`src/rtl/pwm_idle_ctl.sv`:
```
module pwm_idle_ctl #(
  parameter int NCH        = 2,
  parameter int CODE_W     = 12,
  parameter int CLK_HZ     = 1_000_000,
  parameter int TIMEOUT_MS = 60
) (
  input  logic                    clk,
  input  logic                    rst_n,
  input  logic [NCH-1:0]          pwm_lvl,
  input  logic [NCH-1:0]          pwm_rise,
  input  logic [NCH-1:0]          code_vld,
  input  logic [NCH*CODE_W-1:0]   code_in,
  input  logic                    hold_mode,
  input  logic                    pd_n,
  input  logic                    ext_ref,
  output logic [NCH*CODE_W-1:0]   code_out,
  output logic [NCH-1:0]          out_en,
  output logic                    ref_en
);
  localparam int TO_CYC = (CLK_HZ / 1000) * TIMEOUT_MS;
  localparam int CW     = $clog2(TO_CYC + 1);
  localparam logic [CW-1:0] T_END  = CW'(TO_CYC);
  localparam logic [CW-1:0] T_LAST = CW'(TO_CYC - 1);

  logic [1:0] mode_q, pd_q, ext_q;
  always_ff @(posedge clk or negedge rst_n)
    if (!rst_n) begin
      mode_q <= 2'b00;
      pd_q   <= 2'b11;
      ext_q  <= 2'b00;
    end else begin
      mode_q <= {mode_q[0], hold_mode};
      pd_q   <= {pd_q[0], pd_n};
      ext_q  <= {ext_q[0], ext_ref};
    end

  wire mode_s = mode_q[1];
  wire pd_s   = ~pd_q[1];
  wire ext_s  = ext_q[1];

  logic [NCH-1:0] oe_int;

  for (genvar ch = 0; ch < NCH; ch++) begin : g_ch
    logic [CW-1:0]     cnt;
    logic              recent, armed, idle, idle_hi, pol, por, have, lvl_q, oe;
    logic [CODE_W-1:0] code_r, shown;

    wire expired = (cnt == T_END);
    wire fall    = lvl_q & ~pwm_lvl[ch];
    wire dark_pd = pd_s & mode_s;
    wire tick    = (cnt == T_LAST) & ~pwm_rise[ch];
    wire take    = code_vld[ch] & armed;

    always_ff @(posedge clk or negedge rst_n)
      if (!rst_n) begin
        cnt <= T_END; recent <= 1'b0; armed <= 1'b0; idle <= 1'b1;
        idle_hi <= 1'b0; pol <= 1'b0; por <= 1'b1; have <= 1'b0;
        lvl_q <= 1'b0; code_r <= '0;
      end else begin
        lvl_q <= pwm_lvl[ch];
        if (por) pol <= mode_s;
        if (dark_pd) begin
          cnt <= T_END; recent <= 1'b0; armed <= 1'b0; idle <= 1'b1;
          idle_hi <= 1'b0; pol <= 1'b1; por <= 1'b0; have <= 1'b0;
        end else begin
          if (pwm_rise[ch]) begin
            cnt <= '0; recent <= 1'b1; armed <= recent;
          end else if (expired && fall) cnt <= '0;
          else if (!expired) cnt <= cnt + CW'(1);
          if (tick) begin
            recent <= 1'b0; armed <= 1'b0; idle <= 1'b1;
            idle_hi <= pwm_lvl[ch]; pol <= mode_s; por <= 1'b0;
          end
          if (take) begin
            code_r <= code_in[ch*CODE_W +: CODE_W];
            idle <= 1'b0; pol <= mode_s; por <= 1'b0; have <= 1'b1;
            if (!pwm_rise[ch]) armed <= 1'b0;
          end
        end
      end

    always_comb begin
      oe    = 1'b1;
      shown = code_r;
      if (idle) begin
        if (!pol)                  shown = idle_hi ? {CODE_W{1'b1}} : '0;
        else if (!(idle_hi && have)) begin
          oe    = 1'b0;
          shown = '0;
        end
      end
    end

    assign oe_int[ch] = oe;
    assign out_en[ch] = oe & ~pd_s;
    assign code_out[ch*CODE_W +: CODE_W] = pd_s ? '0 : shown;

    AST_IDLE_AT_LIMIT: assert property (@(posedge clk) disable iff (!rst_n)
      (tick && !dark_pd) |=> idle);
    AST_FAR_PAIR_IGNORED: assert property (@(posedge clk) disable iff (!rst_n)
      (code_vld[ch] && !armed) |=> $stable(code_r));
    AST_PD_DARK: assert property (@(posedge clk) disable iff (!rst_n)
      (pd_s && $past(pd_s)) |-> (code_out[ch*CODE_W +: CODE_W] == '0 && !out_en[ch]));
    AST_SH_PD_REARM: assert property (@(posedge clk) disable iff (!rst_n)
      dark_pd |=> (!armed && !have));
  end

  assign ref_en = ~pd_s & ~ext_s & (|oe_int);

  AST_REF_NEEDS_OUTPUT: assert property (@(posedge clk) disable iff (!rst_n)
    ref_en |-> (|out_en));
endmodule

```
`config.mk`:
```
export PLATFORM = sky130hd
export DESIGN_NAME = pwm_idle_ctl
export DESIGN_NICKNAME = d
export VERILOG_FILES = /design/src/rtl/pwm_idle_ctl.sv
export SDC_FILE = /design/constraint.sdc
export NUM_CORES = 1
export LEC_CHECK = 0
export ABC_AREA = 0
export BUFFER_PORTS_ARGS = -buffer_cell sky130_fd_sc_hd__clkbuf_2
export CAP_MARGIN = 25
export CORE_MARGIN = 4
export CORE_UTILIZATION = 48
export CTS_BUF_LIST = sky130_fd_sc_hd__clkbuf_4 sky130_fd_sc_hd__clkbuf_8
export CTS_CLUSTER_DIAMETER = 60
export DETAILED_ROUTE_END_ITERATION = 16
export GPL_ROUTABILITY_DRIVEN = 0
export PLACE_DENSITY = 0.69
export REMOVE_ABC_BUFFERS = 1
export SYNTH_ARGS = -nofsm -noshare
export SYNTH_HDL_FRONTEND = slang
export SYNTH_SLANG_ARGS = --single-unit
```
`constraint.sdc`:
```
create_clock -name clk -period 2.6 [get_ports clk]
set_input_delay 0.39 -clock clk [delete_from_list [all_inputs] [get_ports clk]]
set_output_delay 0.39 -clock clk [all_outputs]
set_load 0.03 [all_outputs]
```
==> key figures <==
Synthesis
  • Post-synthesis instance total: 381
  • EDFF count, synth: 0
  • Post-synthesis compound-gate area fraction: 10.24%
  • Syn Area/Cell: ~10 um^2
  • Synth top area cells: dfrtp_1, dfstp_2, mux2_2, a21boi_0, nand2_1
  • Post-synthesis mux area share: 8.352%
  • Post-synth ARST share: 100.0%
  • Post-Synth Simple-Gate Area: 21.26%
  • Ys flop type: dfrtp_1
  • Yosys warnings: 0
  • Post-synthesis adder-cell area fraction: 1.256%
  • Post-Synth XOR/XNOR Area: 5.934%
  • Post-synth cell types: 47
  • Number of synthesized register bits: 78
  • Netlist Area Pre-Place: about 4000 um^2
  • Yosys top cell area share: 36.42%
  • Largest family of logic cells by synthesized area: simple AND/OR/NAND/NOR gates
  • Seq/Total Area, Yosys: 49.61%
  • Largest area contributor in the netlist: dfrtp_1

Placement
  • HPWL after detailed placement: roughly 5700 um
  • I/O Buffers: 61

Timing
  • Clock Skew: 0.01218 ns
  • FMAX: 448.5 MHz
  • Slew HR: 38.55%
  • Unrepaired setup endpoints after global routing: false
  • Pins Over Slew Limit: 0
  • Setup TNS: 0 ns
  • Worst slew pin tran: roughly 0.92 ns
  • Fin crit period: 2.230 ns
  • Final hold vios: 0
  • Final setup vio count: 0
  • Final period utilization: 85.75%

Worst setup path
  • Reg2Reg Depth: 5
  • FF-to-FF setup slack: between 0.6 and 0.7 ns
  • Bufs and invs on worst path: 1
  • Worst setup SP type: register
  • FF-to-FF End: g_ch[1].code_r[6]
  • CP max-delay cell: dfstp_2
  • Crit Path Category: register to output pin
  • Worst-path maximum fanout: 13
  • WP data required: 2.21 ns
  • Ordered cell list for the critical path: nand2_1, o21a_1, o21ba_2, clkbuf_2
  • Max incr delay on CP: 0.55 ns
  • CP endpoint kind: output pin
  • CP top delay family: flip-flops
  • Worst R2R Start: pd_q[1]
  • Crit path DAT: 1.84 ns

Route
  • DRT antenna net count: 0
  • Vias: ~2,900
  • Vias/cell: ~5.4
  • Final wirelength: about 8200 um
  • Initial drt markers: 93
  • Average wire per standard cell: 15.02 um
  • # DRC: 0
  • Drt pass-1 iters: 4

Pwr
  • Pwr/cell area: between 600 and 700 nW/um^2
  • Peak supply drop: 0.4534 mV
  • Static leakage: approximately 2 nW

Finish
  • Final Util: 58.01%
  • FILL cells: 681
  • Multi-input gate area: 1874 um^2
  • Antenna fix cells: 0
  • Post-layout net count: ~480
  • FF+latch area: around 2000 um^2
  • Area Growth Syn to Fin: 14.82%
  • Share of cells above drive strength 1: 32.13%

Global route
  • GRT Overall Usage: 17.19%
  • First-pass GRT wire length: around 14,000 um
  • Vias in the first global route: 2,960
  • Total grt overflow: 0
  • Largest net degree at the start of global routing: 76
  • Initial antenna violation count: 0

Floorplanning
  • Initial Utilization: 50.52%
  • Num rows: 32
  • Core ar.: ~8000 um^2
  • Die Ht: 99.12 um
  • # IOs: 62
  • Die area: around 9800 um^2
  • Die Wd: 99.12 um

Hold path
  • Worst Hold Path EP: pd_q[0]
  • Min-Delay Path Class: input port to register
  • Worst hold stages: 1
  • Worst hold start: pd_n

Outcome
  • Status: completed

Run
  • Max-cap violations: 0

Clock network
  • Hold Buf Count CTS: 0
  • CTS tree: built
  • Sink Count: 78
  • Clk_lat worst skew: 0.35 ns
  • Number of post-CTS setup repair buffers: 0
  • CTS Buf Count: 9
  • Clock transition at path regs: roughly 0.090 ns
  • Root Buffer: clkbuf_8
  • CTS resizes: 0
  • CTS Buffer Depth: 2
  • H-tree depth: 3
-- power breakdown --
| part | leakage (nW) | switching [W] | total, W | internal, W |
|---|---|---|---|---|
| logic | 0.945 | 0.000270 | 0.000486 | 0.000216 |
| clock network | 0.105 | 0.000496 | 0.000963 | 0.000467 |
| registers | 0.935 | 0.000114 | 0.00150 | 0.00139 |
-- through the flow --
step | power [W] | std cells | cell area, um^2 | hold WS, ns | worst slack (ns)
after detailed placement | 0.002016 | 528 | 4365 | 0.3403 | 0.6919
final | 0.002950 | 544 | 4576 | 0.1049 | 0.3705
after CTS | 0.002986 | 544 | 4576 | 0.08912 | 0.3405
after global routing | 0.003107 | 544 | 4576 | 0.07542 | 0.2424
after global placement | 0.001991 | 528 | 4365 | 0.3353 | 0.7329
after floorplan | 0.001831 | 360 | 3892 | 0.09441 | 0.5081
-- cell families (layout without fill, tap and decap cells) --
| family | Yosys count | count (layout) |
|---|---|---|
| xor gates and xnor gates | 27 | 27 |
| adders and majority gates | 4 | 4 |
| buffers and inverters | 32 | 93 |
| AOI/OAI and AO/OA | 60 | 60 |
| and+or+nand+nor | 150 | 150 |
| muxes | 30 | 30 |
| DFF | 78 | 78 |
-- registers in the layout, summed over array words and instances (netlist names) --
register,flops
g_ch.lvl_q,2
g_ch.por,2
g_ch.code_r,24
g_ch.idle_hi,2
g_ch.idle,2
g_ch.cnt,32
pd_q,2
mode_q,2
ext_q,2
g_ch.recent,2
g_ch.armed,2
g_ch.pol,2
g_ch.have,2
-- cell usage in the layout (no fill, tap or decap), drive strengths merged, types with 6 or more instances in the layout --
master and instances:
xnor2 11, clkbuf 69, a21boi 25, a21oi 7, mux2 26, dfrtp 58, nor2 25, o21ai 18
nor3 14, inv 16, buf 6, xor2 16, nand3 10, nand4 18, dfstp 20, nand2 47
and4 7
-- layer usage --
layer	part of all wire (%)	global-route usage [%]	vias up	wire [um]
met3	3.6	5.119	6	292
li1	-	-	1448	-
met2	50	28.25	40	4047
met4	0.87	4.622	0	71
met1	46	22.24	1450	3758
met5	0	0	-	0
-- layout make-up --
cell class / instances / area share [%]
inverters: 11 / 0.9024
clock buffers: 9 / 2.707
well taps: 102 / 2.789
flip-flops and latches: 78 / 43.20
repair buffers: 66 / 7.547
clock inverters: 7 / 1.887
multi-input cells: 271 / 40.96
-- worst max-delay path by stage --
stage,start,end,slack (ns),cells after the start
floorplan,pd_q[1],g_ch[0].code_r[0],0.51,3
global placement,pd_q[1],g_ch[0].code_r[3],0.73,5
detailed placement,pd_q[1],g_ch[1].code_r[10],0.69,5
CTS,g_ch[0].idle,ref_en,0.34,4
global route,g_ch[0].idle,ref_en,0.24,4
finish,g_ch[0].idle,ref_en,0.37,4
-- cell usage after synthesis, drive strengths merged, types with 2 or more instances --
cell type	instances
mux2	26
nor2	25
nor4b	3
nand4	18
and4b	2
nor3b	2
o31a	4
dfstp	20
buf	9
a21oi	7
o21bai	2
a21boi	25
clkbuf	12
nor4	4
mux2i	4
inv	11
nor3	14
and3b	2
nor2b	2
nand2b	4
xnor2	11
nand3	10
xor2	16
o21a	2
and2	3
dfrtp	58
ha	4
nand2	47
o21ai	18
nand3b	2
and4	7
No activity file was read; power rests on OpenSTA's default activity.
